$ cat config.mk
export PLATFORM = sky130hd
export DESIGN_NAME = mcu8_seq
export DESIGN_NICKNAME = d
export VERILOG_FILES = /design/src/rtl/mcu8_pkg.sv /design/src/rtl/mcu8_decode.sv /design/src/rtl/mcu8_regfile.sv /design/src/rtl/mcu8_seq.sv
export SDC_FILE = /design/constraint.sdc
export NUM_CORES = 1
export LEC_CHECK = 0
export BUFFER_PORTS_ARGS = -buffer_cell sky130_fd_sc_hd__buf_2
export CORE_MARGIN = 3
export CORE_UTILIZATION = 50
export CTS_CLUSTER_SIZE = 25
export DETAILED_ROUTE_END_ITERATION = 7
export PLACE_DENSITY = 0.7
export SKIP_CTS_REPAIR_TIMING = 1
export SYNTH_ARGS = -nofsm -noshare
export SYNTH_HDL_FRONTEND = slang
export SYNTH_SLANG_ARGS = --single-unit
export TNS_END_PERCENT = 100
$ cat constraint.sdc
create_clock -name clk -period 5.4 [get_ports clk]
set_input_delay 1.08 -clock clk [delete_from_list [all_inputs] [get_ports clk]]
set_output_delay 1.08 -clock clk [all_outputs]
set_load 0.02 [all_outputs]
$ cat src/rtl/mcu8_pkg.sv
package mcu8_pkg;

    typedef enum logic [2:0] {
        ST_FETCH,
        ST_OPND1,
        ST_OPND2,
        ST_EXEC,
        ST_WBACK,
        ST_HALT
    } seq_state_t;

    typedef enum logic [3:0] {
        K_STOP,   // 00
        K_IDLE,   // FF
        K_LDI,    // D0 reg,imm
        K_LDM,    // D1 reg,[addr]
        K_STM,    // D2 [addr],reg
        K_LDP,    // D3 reg,[reg]
        K_STP,    // D4 [reg],reg
        K_PIN,    // F0 port
        K_POUT,   // F1 port
        K_FWD,    // handed to the external unit
        K_BAD
    } op_kind_t;

endpackage

$ cat src/rtl/mcu8_decode.sv
module mcu8_decode
    import mcu8_pkg::*;
#(
    parameter int DW = 8
) (
    input  logic [DW-1:0] opcode,
    output op_kind_t      kind,
    output logic [1:0]    len
);

    always_comb begin
        kind = K_BAD;
        len  = 2'd1;
        case (opcode)
            8'h00: begin kind = K_STOP; len = 2'd1; end
            8'hFF: begin kind = K_IDLE; len = 2'd1; end
            8'hD0: begin kind = K_LDI;  len = 2'd3; end
            8'hD1: begin kind = K_LDM;  len = 2'd3; end
            8'hD2: begin kind = K_STM;  len = 2'd3; end
            8'hD3: begin kind = K_LDP;  len = 2'd3; end
            8'hD4: begin kind = K_STP;  len = 2'd3; end
            8'hF0: begin kind = K_PIN;  len = 2'd2; end
            8'hF1: begin kind = K_POUT; len = 2'd2; end
            8'hCB, 8'hCD, 8'hEA, 8'hEB, 8'hFC, 8'hFD:
                begin kind = K_FWD; len = 2'd1; end
            8'hA4, 8'hA5, 8'hAD, 8'h9A, 8'h9B, 8'h9C, 8'h9D,
            8'hC0, 8'hC1, 8'hC2, 8'hC3, 8'hC4, 8'hC5, 8'hC6,
            8'hCA, 8'hCC, 8'hE0, 8'hE1:
                begin kind = K_FWD; len = 2'd2; end
            8'hA0, 8'hA1, 8'hA2, 8'hA3, 8'hA6, 8'hAA, 8'hAB, 8'hAC,
            8'hB0, 8'hB1, 8'hB2, 8'hB3, 8'hB6, 8'hBA, 8'hBB, 8'hBC,
            8'hDA, 8'hDB, 8'hDC:
                begin kind = K_FWD; len = 2'd3; end
            default: begin kind = K_BAD; len = 2'd1; end
        endcase
    end

endmodule

$ cat src/rtl/mcu8_regfile.sv
module mcu8_regfile #(
    parameter int DW   = 8,
    parameter int NREG = 4,
    localparam int IW  = $clog2(NREG)
) (
    input  logic          clk,
    input  logic          rst_n,
    input  logic          we,
    input  logic [IW-1:0] waddr,
    input  logic [DW-1:0] wdata,
    input  logic [IW-1:0] ra_a,
    input  logic [IW-1:0] ra_b,
    output logic [DW-1:0] rd_a,
    output logic [DW-1:0] rd_b,
    output logic [DW-1:0] acc
);

    logic [DW-1:0] regs [NREG];

    for (genvar g = 0; g < NREG; g++) begin : g_reg
        always_ff @(posedge clk) begin
            if (!rst_n)
                regs[g] <= '0;
            else if (we && waddr == IW'(g))
                regs[g] <= wdata;
        end
    end

    assign rd_a = regs[ra_a];
    assign rd_b = regs[ra_b];
    assign acc  = regs[0];

endmodule

$ cat src/rtl/mcu8_seq.sv
module mcu8_seq
    import mcu8_pkg::*;
#(
    parameter int DW   = 8,
    parameter int NREG = 4
) (
    input  logic          clk,
    input  logic          rst_n,
    output logic [DW-1:0] mem_addr,
    input  logic [DW-1:0] mem_rdata,
    output logic [DW-1:0] mem_wdata,
    output logic          mem_we,
    output logic [DW-1:0] io_addr,
    input  logic [DW-1:0] io_rdata,
    output logic [DW-1:0] io_wdata,
    output logic          io_rd,
    output logic          io_wr,
    output logic          alu_req,
    output logic [DW-1:0] alu_opcode,
    output logic [DW-1:0] alu_arg1,
    output logic [DW-1:0] alu_arg2,
    output logic          halted,
    output logic          illegal_op
);

    localparam int IW = $clog2(NREG);
    localparam logic [DW-1:0] NREG_B = DW'(NREG);

    seq_state_t state, nstate;
    logic [DW-1:0] ip, opcode, b1, b2;
    logic          bad_q;

    op_kind_t      kind;
    logic [1:0]    len;
    logic [DW-1:0] dec_in;

    logic          wen;
    logic [IW-1:0] widx;
    logic [DW-1:0] wval, rd_a, rd_b, acc;
    logic          regs_ok, b1_ok, b2_ok, needs_wb;

    assign dec_in = (state == ST_FETCH) ? mem_rdata : opcode;

    mcu8_decode #(.DW(DW)) u_dec (
        .opcode (dec_in),
        .kind   (kind),
        .len    (len)
    );

    mcu8_regfile #(.DW(DW), .NREG(NREG)) u_rf (
        .clk   (clk),
        .rst_n (rst_n),
        .we    (wen),
        .waddr (widx),
        .wdata (wval),
        .ra_a  (b1[IW-1:0]),
        .ra_b  (b2[IW-1:0]),
        .rd_a  (rd_a),
        .rd_b  (rd_b),
        .acc   (acc)
    );

    assign b1_ok = (b1 < NREG_B);
    assign b2_ok = (b2 < NREG_B);

    always_comb begin
        case (kind)
            K_LDI, K_LDM: regs_ok = b1_ok;
            K_STM:        regs_ok = b2_ok;
            K_LDP, K_STP: regs_ok = b1_ok && b2_ok;
            default:      regs_ok = 1'b1;
        endcase
    end

    assign needs_wb = (kind == K_LDM) || (kind == K_LDP) || (kind == K_PIN);

    // state register
    always_ff @(posedge clk) begin
        if (!rst_n) state <= ST_FETCH;
        else        state <= nstate;
    end

    // next state
    always_comb begin
        nstate = state;
        unique case (state)
            ST_FETCH: nstate = (len == 2'd1) ? ST_EXEC : ST_OPND1;
            ST_OPND1: nstate = (len == 2'd3) ? ST_OPND2 : ST_EXEC;
            ST_OPND2: nstate = ST_EXEC;
            ST_EXEC: begin
                if (kind == K_STOP || kind == K_BAD || !regs_ok)
                    nstate = ST_HALT;
                else if (needs_wb)
                    nstate = ST_WBACK;
                else
                    nstate = ST_FETCH;
            end
            ST_WBACK: nstate = ST_FETCH;
            ST_HALT:  nstate = ST_HALT;
        endcase
    end

    // outputs
    always_comb begin
        mem_addr   = ip;
        mem_wdata  = '0;
        mem_we     = 1'b0;
        io_addr    = '0;
        io_wdata   = '0;
        io_rd      = 1'b0;
        io_wr      = 1'b0;
        alu_req    = 1'b0;
        alu_opcode = opcode;
        alu_arg1   = b1;
        alu_arg2   = b2;
        wen        = 1'b0;
        widx       = b1[IW-1:0];
        wval       = b2;
        unique case (state)
            ST_FETCH: mem_addr = ip;
            ST_OPND1: mem_addr = ip + DW'(1);
            ST_OPND2: mem_addr = ip + DW'(2);
            ST_EXEC: begin
                if (regs_ok) begin
                    case (kind)
                        K_LDI: wen = 1'b1;
                        K_LDM: mem_addr = b2;
                        K_LDP: mem_addr = rd_b;
                        K_STM: begin
                            mem_addr  = b1;
                            mem_wdata = rd_b;
                            mem_we    = 1'b1;
                        end
                        K_STP: begin
                            mem_addr  = rd_a;
                            mem_wdata = rd_b;
                            mem_we    = 1'b1;
                        end
                        K_PIN: io_addr = b1;
                        K_POUT: begin
                            io_addr  = b1;
                            io_wdata = acc;
                            io_wr    = 1'b1;
                        end
                        K_FWD: alu_req = 1'b1;
                        default: ;
                    endcase
                end
            end
            ST_WBACK: begin
                wen  = 1'b1;
                wval = mem_rdata;
                if (kind == K_LDM) begin
                    mem_addr = b2;
                end else if (kind == K_LDP) begin
                    mem_addr = rd_b;
                end else begin
                    io_addr = b1;
                    io_rd   = 1'b1;
                    widx    = '0;
                    wval    = io_rdata;
                end
            end
            ST_HALT: mem_addr = ip;
        endcase
    end

    // instruction pointer and instruction bytes
    always_ff @(posedge clk) begin
        if (!rst_n) begin
            ip     <= '0;
            opcode <= '0;
            b1     <= '0;
            b2     <= '0;
            bad_q  <= 1'b0;
        end else begin
            case (state)
                ST_FETCH: begin
                    opcode <= mem_rdata;
                    b1     <= '0;
                    b2     <= '0;
                end
                ST_OPND1: b1 <= mem_rdata;
                ST_OPND2: b2 <= mem_rdata;
                ST_EXEC: begin
                    if (kind == K_BAD || !regs_ok)
                        bad_q <= 1'b1;
                    else if (kind != K_STOP && !needs_wb)
                        ip <= ip + DW'(len);
                end
                ST_WBACK: ip <= ip + DW'(len);
                default: ;
            endcase
        end
    end

    assign halted     = (state == ST_HALT);
    assign illegal_op = bad_q;


    one_action_chk: assert property (@(posedge clk) disable iff (!rst_n)
        $onehot0({mem_we, io_rd, io_wr, alu_req}));


    halt_frozen_chk: assert property (@(posedge clk) disable iff (!rst_n)
        halted |=> halted && !mem_we && !io_wr && $stable(mem_addr));


    illegal_halts_chk: assert property (@(posedge clk) disable iff (!rst_n)
        illegal_op |-> halted);


    ip_hold_chk: assert property (@(posedge clk) disable iff (!rst_n)
        (state == ST_OPND1 || state == ST_OPND2) |=> $stable(ip));


    io_rd_pulse_chk: assert property (@(posedge clk) disable iff (!rst_n)
        io_rd |=> !io_rd);


    alu_pulse_chk: assert property (@(posedge clk) disable iff (!rst_n)
        alu_req |=> !alu_req);

endmodule

* Word level (Yosys, flattened, before mapping) *
Memory sizes are Yosys's and may differ from the RTL's. A register that Yosys moved wholly into a read port is not among the register bits.
Cells that the tools add are included.

word-level totals
  register bits after elaboration = 36
  bits in writable memories = 32
  memory bits (read-only) = 1,536
  bits of input ports = 18
  word-level logic and storage cells = 135
  memories = 2

operators by class
  $add $sub $neg = 3
  magnitude comparators = 2
  equality and inequality tests = 21
  multiplexer cells = 70
  bitwise logic cells = 4
  reductions and logical operators = 27

memories
  memory            depth  bits a word  read ports  clocked after memory_dff  write ports  line                RTL
  (name not given)  256    6            1           0                         0            mcu8_decode.sv:14   case (opcode)
  u_rf.regs         4      8            3           2                         4            mcu8_regfile.sv:18  logic [DW-1:0] regs [NREG];

operators with widths
  cell                                                        number
  two-way mux 8 bit                                           23
  case mux 8 bit (2 select lines)                             4
  case mux 8 bit (5 select lines)                             1
  case mux 8 bit (4 select lines)                             1
  two-way mux 1 bit                                           28
  case mux 3 bit (6 select lines)                             1
  equality test 4 x 3 -> 1 bit, second input constant         4
  less-than comparator 8 x 3 -> 1 bit, second input constant  2
  two-way mux 2 bit                                           8
  equality test 4 bit, second input constant                  3
  OR reduction 2 bit                                          5
  adder 8 x 1 -> 8 bit, second input constant                 1
  adder 8 x 2 -> 8 bit                                        1
  adder 8 x 2 -> 8 bit, second input constant                 1
  equality test 4 x 2 -> 1 bit, second input constant         2
  equality test 2 bit, second input constant                  3
  equality test 3 x 2 -> 1 bit, second input constant         2
  equality test 3 bit, second input constant                  2
  logical AND 1 bit                                           6
  two-way mux 3 bit                                           2
  nonzero test 2 bit                                          3
  logical OR 1 bit                                            5
  equality test 2 x 1 -> 1 bit, second input constant         2
  zero test 4 bit                                             1
  11 further kinds                                            16

* Longest topological paths before layout *
Gate-level depths: netlist (run 1).
An unclocked memory read counts as a cell.

  depth after elaboration = 13
  gate-level depth with buffers = 18
  gate-level depth less buffers = 14

* By module *
Synthesis (run 1) repeated with hierarchy kept, for this count alone.

unflattened totals
  cells, all modules = 608
  area total of the unflattened synthesis = 5,288.8 µm²

modules (own cells, without submodules)
  module        instances  cells each  area an instance (µm²)
  mcu8_seq      1          430         3,129.3
  mcu8_regfile  1          95          1,629.1
  mcu8_decode   1          83          530.5

* Least setup slack after synthesis (run 1) *
No wires, ideal clock.

  kind = input port to output port
  start = in mem_rdata[2]
  end = out mem_addr[2]
  data arrival time = 4.200 ns
  setup slack = 0.120 ns
  cell stages on the path = 14
  path buffers = 1
  cell sequence = clkbuf_1 -> mux2i_1 -> inv_1 -> ha_1 -> nand2_1 -> o21ai_0 -> a211o_1 -> a21o_1 -> a21boi_2 -> nor2_1 -> nor3_1 -> nand2_1 -> a41o_1 -> o21ai_0

between the ends
  word-level cells in the longest chain between the ends = 7
  elaborated cells between the ends (all ways) = 15
  classes of those cells = eq/ne: 5; mux: 7; reduce/logical: 2; memory: 1

RTL lines
  item                                                  line                                              RTL
  start, declared                                       mcu8_seq.sv:10                                    input logic [DW-1:0] mem_rdata,
  two-way mux 8 bit (*)                                 --
  memory read (256 x 6 bit) (*)                         --
  equality test 4 x 3 -> 1 bit (tied with other cells)  mcu8_seq.sv:67, mcu8_seq.sv:125, mcu8_seq.sv:155
  OR reduction 2 bit                                    mcu8_seq.sv:67                                    case (kind)
  case mux 1 bit (3 select lines)                       mcu8_seq.sv:67
  two-way mux 8 bit                                     mcu8_seq.sv:124                                   if (regs_ok) begin
  case mux 8 bit (5 select lines) (*)                   mcu8_seq.sv:119                                   unique case (state)
  end, declared                                         mcu8_seq.sv:9                                     output logic [DW-1:0] mem_addr,

Mark *: on every way between the ends. The rest lies on a longest branch, timed or not.

* Final worst setup path (run 1) *
  start = in mem_rdata[2]
  end = out mem_addr[0]

Same word-level chain as after synthesis.

==> results.py, run 1 <==
metrics = {
    "outcome": {
        "status": "complete, no violations",
    },
    "place": {
        "io_buffers": 79,
        "place_congestion": 1.06,
        "place_hpwl_um": 15600,
        "dp_slack_ns": 0.129,
    },
    "pwr": {
        "netSwitchingFraction_pct": 44.2,
        "power_mw": 2.40,
        "clockPowerShare_pct": 25.2,
        "power_frac_seq_pct": 30.3,
        "power.leakage_nw": 2.71,
        "peakVddDrop_mv": 0.255,
        "p_int_mw": 1.34,
        "powerDensity_nw_per_um2": 358,
        "switchingPower_mw": 1.06,
        "combPwrFrac_pct": 44.5,
    },
    "worst_setup_path": {
        "critPathCaptureType": "primary output",
        "critPathKind": "input pin to primary output",
        "ff2ff_setup_slack_ns": 1.17,
        "critical_path.max_fanout": 9,
        "cp.required_ns": 4.32,
        "arrival_ns": 4.18,
        "startpoint_type": "input pin",
    },
    "floorplanning": {
        "die_w_um": 113,
        "start_util_pct": 52.0,
        "dieArea_um2": 12800,
        "rows": 38,
        "core-area_um2": 11000,
        "die_h_um": 113,
        "io_pins": 80,
    },
    "routing": {
        "met1_length_um": 8870,
        "route.met3.wl_um": 2320,
        "routed_wl_um": 21100,
        "drc": 0,
        "viasPerCell": 6.65,
        "routed-wl-met2_um": 9520,
        "ant_nets": 0,
        "num_vias": 6149,
        "drtIter0Drc": 772,
        "drt_first_pass_iters": 6,
        "post_drt_wl_per_cell_um": 22.9,
        "highest_layer": "met4",
    },
    "yosys": {
        "yosys.area.top_type_share_pct": 16.7,
        "ys_seq_area_share_pct": 30.7,
        "synth_ff_type": "dfxtp_1",
        "synth-edff-count": 32,
        "synthArstFlopShare_pct": 0,
        "netlist_instances": 705,
        "synth.area.top_cells": "edfxtp_1 17%, dfxtp_1 14%, nor2_1 7.3%",
        "synth_area_um2": 5740,
        "yosysWarnings": 0,
        "synth_cell_types": 85,
        "synthesis.nets": 730,
        "ys_ff_latch": 72,
        "syn_avg_cell_area_um2": 8.14,
        "yosysTopAreaCell": "edfxtp_1",
    },
    "clock_tree": {
        "worstSkewPairLatency_ns": 0.35,
        "cts_max_level": 3,
        "cts_tree": "done",
        "cts_buffers": 9,
        "clkTransAtPathRegs_ns": 0.07,
        "root_buffer": "clkbuf_16",
        "cts.sinks": 72,
        "cts_buffer_depth": 2,
    },
    "sta": {
        "fin_skew_ns": 0.00901,
        "period_needed_ns": 5.26,
        "max_freq_mhz": 190,
        "min_period_over_period_pct": 97.4,
        "worst_slack_ns": 0.140,
        "fin_hold_ws_ns": 0.464,
        "setup_viol": 0,
        "fin_setup_tns_ns": 0,
        "slew-limit-headroom_pct": 25.3,
        "grt_setup_unrepaired": "false",
        "slew_viol_final": 0,
        "final_hold_viol_count": 0,
        "tightest_slew_ns": 1.12,
    },
    "layout": {
        "fillers": 994,
        "nets": 804,
        "drive_above_1_share_pct": 23.2,
        "mostFrequentLayoutCell": "nor2_1",
        "utilization_pct": 60.8,
        "area_delta_synth_final_pct": 16.8,
        "layout_common_cells": "111 x nor2_1, 78 x buf_2, 59 x nand2_1",
        "diodes": 0,
    },
    "global_route": {
        "grt_max_degree": 34,
        "grt-ovfl-total": 0,
        "grt_pass1_vias": 5784,
        "grt_antenna_before_repair": 0,
        "grtUsageTotal_pct": 33.1,
        "grt_pass1_wl_um": 33100,
    },
    "worst_hold_path": {
        "min_path_type": "flop to flop",
    },
    "flow_run": {
        "drv_cap": 0,
    },
}
[cell families (layout without fill, tap and decap cells)]
logic type	after synthesis	count (layout)	share of synthesized area, %
AND/OR/NAND/NOR	310	310	26.8
buffers and inverters	70	149	5.30
flip-flops	72	72	30.7
AO/OA/AOI/OAI	194	194	23.0
adder cells (fa/ha/maj)	7	7	1.66
XOR/XNOR	4	4	0.611
multiplexers	48	48	12.0
[cells in the mapped netlist (9+ instances only)]
cell	instances
nor2_1	112
nand3_1	22
buf_2	10
mux4_2	16
o31ai_1	10
nor4_1	9
edfxtp_1	32
clkbuf_1	35
dfxtp_1	40
mux2i_1	27
a21oi_1	49
o21ai_0	27
nor3_1	11
nand2_1	59
a31oi_1	27
and2_1	27
nor2b_1	19
[worst max-delay path: stages]
cell      delay [ns]
buf_2           0.14
mux2i_1         0.21
inv_1           0.07
ha_1            0.36
a21o_1          0.16
a32oi_1         0.09
o311a_1         0.44
a21boi_4        0.18
nor3b_1         0.35
a21oi_1         0.09
buf_4           0.19
buf_12          0.13
a41oi_1         0.19
o22ai_1         0.11
o211ai_1        0.18
buf_2           0.20
[final cells by class]
type	instances	area [µm²]	share of cell area (%)
inverters	11	41.3	0.616
flip-flops and latches	72	1760	26.3
well taps	140	175	2.61
multi-input cells	563	3700	55.2
clock buffers	9	225	3.36
clock inverters	7	68.8	1.03
repair buffers	122	733	10.9
[sequential cells by signal (all words and copies together), names as in the netlist, named ones only]
name / cells
alu_opcode: 8
alu_arg2: 8
u_rf.regs: 32
ip: 8
illegal_op: 1
state: 3
alu_arg1: 8
[power by group through the flow]
stage               registers [mW]  clock network (mW)  logic (mW)
floorplan                    0.695                   0       0.716
CTS                          0.721               0.607        1.03
detailed placement           0.733                   0        1.02
global route                 0.734               0.631        1.14
global placement             0.731                   0        1.02
finish                       0.727               0.603        1.07
[path summary, 6_finish.rpt]
kind | start | endpoint | depth (start not counted)
max | mem_rdata[2] | mem_addr[0] | 16
min | illegal_op | illegal_op | 1
max reg2reg | state[2] | u_rf.regs[1][4] | 13
min reg2reg | illegal_op | illegal_op | 1
[stage by stage]
stage          cells  cell area, µm²
2_1_floorplan    705            5740
3_3_place_gp     906            6350
3_5_place_dp     906            6350
4_1_cts          922            6650
5_1_grt          924            6700
6_report         924            6700
[layer usage]
metal	vias to the layer above	global-route usage [%]
li1	2781	-
met1	2923	46.5
met2	404	50.5
met3	41	7.91
met4	0	10.1
met5	-	0
Power figures use the tool's default switching activity.
==> run 2: changes to the inputs <==
- PLACE_DENSITY: 0.7 -> 0.71
==> run 2 against run 1 <==
  * Count of clock-buffer cells in the layout unchanged
  * Design area up 0.17%
  * Combinational power about the same
  * Die area unchanged
  * Sequential power about the same
  * Maximum frequency down 0.29%
  * Flip-flop and latch count unchanged
  * Core utilization up 0.10 points
  * Power up 3.2%
  * Via count up 0.18%
  * Global-route usage down 0.34 points
  * Clock power up 14%
  * Largest cell class unchanged
  * Largest power group unchanged
  * Highest routed layer unchanged
==> results.py, run 2 (synthesis gave the netlist of run 1 again) <==
metrics = {
    "sta": {
        "fin_skew_ns": 0.00968,
        "tightest_slew_ns": 0.875,
        "slew-limit-headroom_pct": 41.5,
        "setup_viol": 0,
        "max_freq_mhz": 190,
        "min_period_over_period_pct": 97.7,
        "final_hold_viol_count": 0,
        "grt_setup_unrepaired": "false",
        "slew_viol_final": 0,
        "fin_setup_tns_ns": 0,
        "period_needed_ns": 5.27,
    },
    "layout": {
        "diodes": 0,
        "nets": 799,
        "utilization_pct": 60.9,
        "largest_register_ffs": 32,
        "multi_input_area_um2": 3710,
        "drive_above_1_share_pct": 23.0,
        "mostFrequentLayoutCell": "nor2_1",
        "layout_common_cells": "111 x nor2_1, 79 x buf_2, 59 x nand2_1",
        "area_delta_synth_final_pct": 17.0,
        "largest_register": "u_rf.regs",
        "fillers": 999,
        "seq_area_um2": 1760,
    },
    "floorplanning": {
        "dieArea_um2": 12800,
        "start_util_pct": 52.0,
        "io_pins": 80,
        "die_h_um": 113,
        "rows": 38,
        "die_w_um": 113,
        "core-area_um2": 11000,
    },
    "global_route": {
        "grt_pass1_vias": 5838,
        "grtUsageTotal_pct": 32.7,
        "grt_use_met3_pct": 6.74,
        "met2_usage_pct": 48.6,
        "grt.busiest_layer": "met2",
        "grt_antenna_before_repair": 0,
        "grt_pass1_wl_um": 32600,
        "grt_max_degree": 26,
        "grt-ovfl-total": 0,
        "met1_usage_pct": 45.8,
    },
    "pwr": {
        "netSwitchingFraction_pct": 42.3,
        "combPwrFrac_pct": 42.8,
        "peakVddDrop_mv": 0.231,
        "p_int_mw": 1.43,
        "power_frac_seq_pct": 29.4,
        "clockPowerShare_pct": 27.8,
        "switchingPower_mw": 1.05,
        "powerDensity_nw_per_um2": 369,
        "power.leakage_nw": 2.70,
    },
    "outcome": {
        "status": "complete, no violations",
    },
    "worst_setup_path": {
        "startpoint_type": "input pin",
        "critPathCaptureType": "primary output",
        "cp.required_ns": 4.32,
        "critPathKind": "input pin to primary output",
        "arrival_ns": 4.19,
        "critical_path.max_fanout": 16,
    },
    "routing": {
        "post_drt_wl_per_cell_um": 22.7,
        "drtIter0Drc": 830,
        "drt_first_pass_iters": 7,
        "num_vias": 6160,
        "routed_wl_um": 20900,
        "drc": 0,
        "viasPerCell": 6.70,
        "ant_nets": 0,
    },
    "worst_hold_path": {
        "min_path_type": "flop to flop",
    },
    "clock_tree": {
        "root_buffer": "clkbuf_16",
        "cts.sinks": 72,
        "cts_buffers": 9,
        "worstSkewPairLatency_ns": 0.35,
        "cts_tree": "done",
        "cts_buffer_depth": 2,
        "clkTransAtPathRegs_ns": 0.06,
        "cts_max_level": 3,
    },
    "place": {
        "place_hpwl_um": 15400,
        "place_congestion": 1.05,
        "io_buffers": 79,
    },
    "flow_run": {
        "drv_cap": 0,
    },
}
[run 2: area by class of cell]
cell class | count | area share, %
Multi-Input combinational cell | 563 | 55.3
Sequential cell | 72 | 26.2
Timing Repair Buffer | 117 | 10.2
Clock buffer | 9 | 3.36
Tap cell | 140 | 2.61
Clock inverter | 7 | 1.64
Inverter | 11 | 0.615
[run 2: power groups by stage]
stage	Clock (mW)	Combinational [mW]	Sequential [mW]
4_1_cts	0.695	1.02	0.720
6_report	0.689	1.06	0.727
3_3_place_gp	0	1.01	0.731
5_1_grt	0.714	1.14	0.734
2_1_floorplan	0	0.716	0.695
3_5_place_dp	0	1.01	0.732
[run 2: per-layer routing]
layer / routed length [µm] / up-vias
met3: 2290 / 62
met4: 872 / 0
met2: 9150 / 405
met5: 0 / -
li1: - / 2779
met1: 8560 / 2914
[run 2: per-stage QoR]
step	power [mW]	instance area [µm²]	worst slack [ns]	hold slack [ns]	instances
2_1_floorplan	1.41	5740	0.120	0.491	705
3_3_place_gp	1.74	6330	0.211	0.447	903
3_5_place_dp	1.74	6330	0.144	0.450	903
4_1_cts	2.43	6670	0.113	0.465	919
5_1_grt	2.59	6710	0.0344	0.501	919
6_report	2.48	6710	0.125	0.457	919
[run 2: path summary, 6_finish.rpt]
kind,endpoint,start,slack (ns),depth (start not counted)
worst min-delay path,illegal_op,illegal_op,0.46,1
worst min register to register,illegal_op,illegal_op,0.46,1
worst max-delay path,mem_addr[4],mem_rdata[0],0.13,12
worst max register to register,u_rf.regs[0][2],state[1],1.22,15
[run 2: worst max-delay path, stage by stage]
cell,delay [ns]
buf_2,0.22
nor2_1,0.24
nand2_1,0.08
a2111oi_0,0.59
o311a_1,0.36
o21a_4,0.23
and2_0,0.40
a22o_1,0.26
a21oi_1,0.08
a31o_2,0.26
o21ai_0,0.18
buf_2,0.21
==> run 3: changes to the inputs <==
- CELL_PAD_IN_SITES_DETAIL_PLACEMENT: not set -> 1
- CELL_PAD_IN_SITES_GLOBAL_PLACEMENT: not set -> 1
- CORE_UTILIZATION: 50 -> 44
- PLACE_DENSITY: 0.71 -> not set
- PLACE_DENSITY_LB_ADDON: not set -> 0.1
==> run 3 against run 2 <==
  * Register-to-register slack got worse by 0.11 ns
  * Core utilization is 7.6 points lower
  * Via count grew 0.49%
  * Critical path type is now flop to primary output
  * Critical endpoint is now mem_addr[6]
  * Largest power group unchanged
==> results.py, run 3 (synthesis gave the netlist of run 1 again) <==
metrics = {
    "flow_run": {
        "drv_cap": 0,
    },
    "worst_setup_path": {
        "arrival_ns": 4.18,
        "critPathKind": "flop to primary output",
        "cp.required_ns": 4.32,
        "critPathCaptureType": "primary output",
        "startpoint_type": "flop",
        "ff2ff_setup_slack_ns": 1.11,
        "critical_path.max_fanout": 21,
    },
    "global_route": {
        "grt_pass1_wl_um": 36300,
        "grt_antenna_before_repair": 1,
        "grt-ovfl-total": 0,
        "grt_pass1_vias": 6106,
        "grt_max_degree": 34,
        "grtUsageTotal_pct": 32.7,
    },
    "clock_tree": {
        "worstSkewPairLatency_ns": 0.35,
        "cts_tree": "done",
        "cts_buffer_depth": 2,
        "cts_max_level": 3,
        "root_buffer": "clkbuf_16",
        "cts.sinks": 72,
        "cts_buffers": 9,
        "clkTransAtPathRegs_ns": 0.06,
    },
    "layout": {
        "largest_register_ffs": 32,
        "nets": 802,
        "area_delta_synth_final_pct": 17.6,
        "drive_above_1_share_pct": 23.3,
        "largest_register": "u_rf.regs",
        "layout_common_cells": "111 x nor2_1, 79 x buf_2, 59 x nand2_1",
        "mostFrequentLayoutCell": "nor2_1",
    },
    "routing": {
        "num_vias": 6190,
        "routed_wl_um": 23900,
        "drc": 0,
        "viasPerCell": 6.48,
        "ant_nets": 0,
        "post_drt_wl_per_cell_um": 25.0,
        "drtIter0Drc": 589,
        "drt_first_pass_iters": 5,
    },
    "pwr": {
        "power.leakage_nw": 2.70,
        "powerDensity_nw_per_um2": 365,
        "peakVddDrop_mv": 0.187,
    },
    "floorplanning": {
        "die_w_um": 120,
        "io_pins": 80,
        "rows": 41,
        "die_h_um": 120,
        "start_util_pct": 45.3,
        "core-area_um2": 12700,
        "dieArea_um2": 14400,
    },
    "sta": {
        "slew_viol_final": 0,
        "max_freq_mhz": 190,
        "min_period_over_period_pct": 97.3,
        "setup_viol": 0,
        "tightest_slew_ns": 1.19,
        "fin_setup_tns_ns": 0,
        "worst_slack_ns": 0.144,
        "grt_setup_unrepaired": "false",
        "slew-limit-headroom_pct": 20.8,
        "final_hold_viol_count": 0,
        "fin_skew_ns": 0.0109,
        "period_needed_ns": 5.26,
    },
    "place": {
        "io_buffers": 79,
        "dp_slack_ns": 0.0902,
        "place_congestion": 0.945,
        "place_hpwl_um": 17400,
    },
    "worst_hold_path": {
        "min_path_type": "flop to flop",
    },
    "outcome": {
        "status": "complete, no violations",
    },
}
[run 3: worst paths after layout]
kind	from	endpoint	cells past startpoint
worst max-delay path	state[2]	mem_addr[6]	13
worst min-delay path	illegal_op	illegal_op	1
worst max register to register	state[2]	u_rf.regs[3][3]	12
worst min register to register	illegal_op	illegal_op	1
[run 3: worst max-delay path, stage by stage, from the launching register on]
cell	delay [ns]
dfxtp_1	0.44
nor3_4	0.31
buf_4	0.34
mux2i_1	0.42
a2111oi_2	0.12
buf_4	0.15
o311a_1	0.40
a21boi_2	0.20
nor2_2	0.29
mux2_2	0.38
a222oi_1	0.38
a211o_1	0.18
nand2_1	0.05
buf_2	0.16
[run 3: per-stage QoR]
step	instances	util, %	total power [mW]	hold slack (ns)	instance area, µm²
after floorplan	705	-	1.41	0.491	5740
after detailed placement	936	50.4	1.78	0.457	6390
after CTS	952	52.8	2.42	0.481	6690
after global routing	954	53.2	2.57	0.511	6740
final	955	53.2	2.46	0.482	6750
after global placement	936	50.4	1.76	0.444	6390
[run 3: metal layers]
| metal | part of all wire (%) | GRT usage [%] |
|---|---|---|
| met5 | 0.084 | 0 |
| met3 | 7.3 | 6.92 |
| met2 | 47 | 53.0 |
| met4 | 3.3 | 12.2 |
| met1 | 42 | 42.9 |
[run 3: power by group]
group,switching [mW],internal (mW),total (mW)
registers,0.116,0.618,0.734
clock network,0.265,0.364,0.629
logic,0.705,0.395,1.10
[run 3: final cells by class]
cell class	instances	area [µm²]
fillers	1582	5920
clock buffers	9	225
multi-input cells	563	3710
clock inverters	7	76.3
flip-flops and latches	72	1760
diodes	1	2.50
well taps	172	215
inverters	11	41.3
repair buffers	120	716
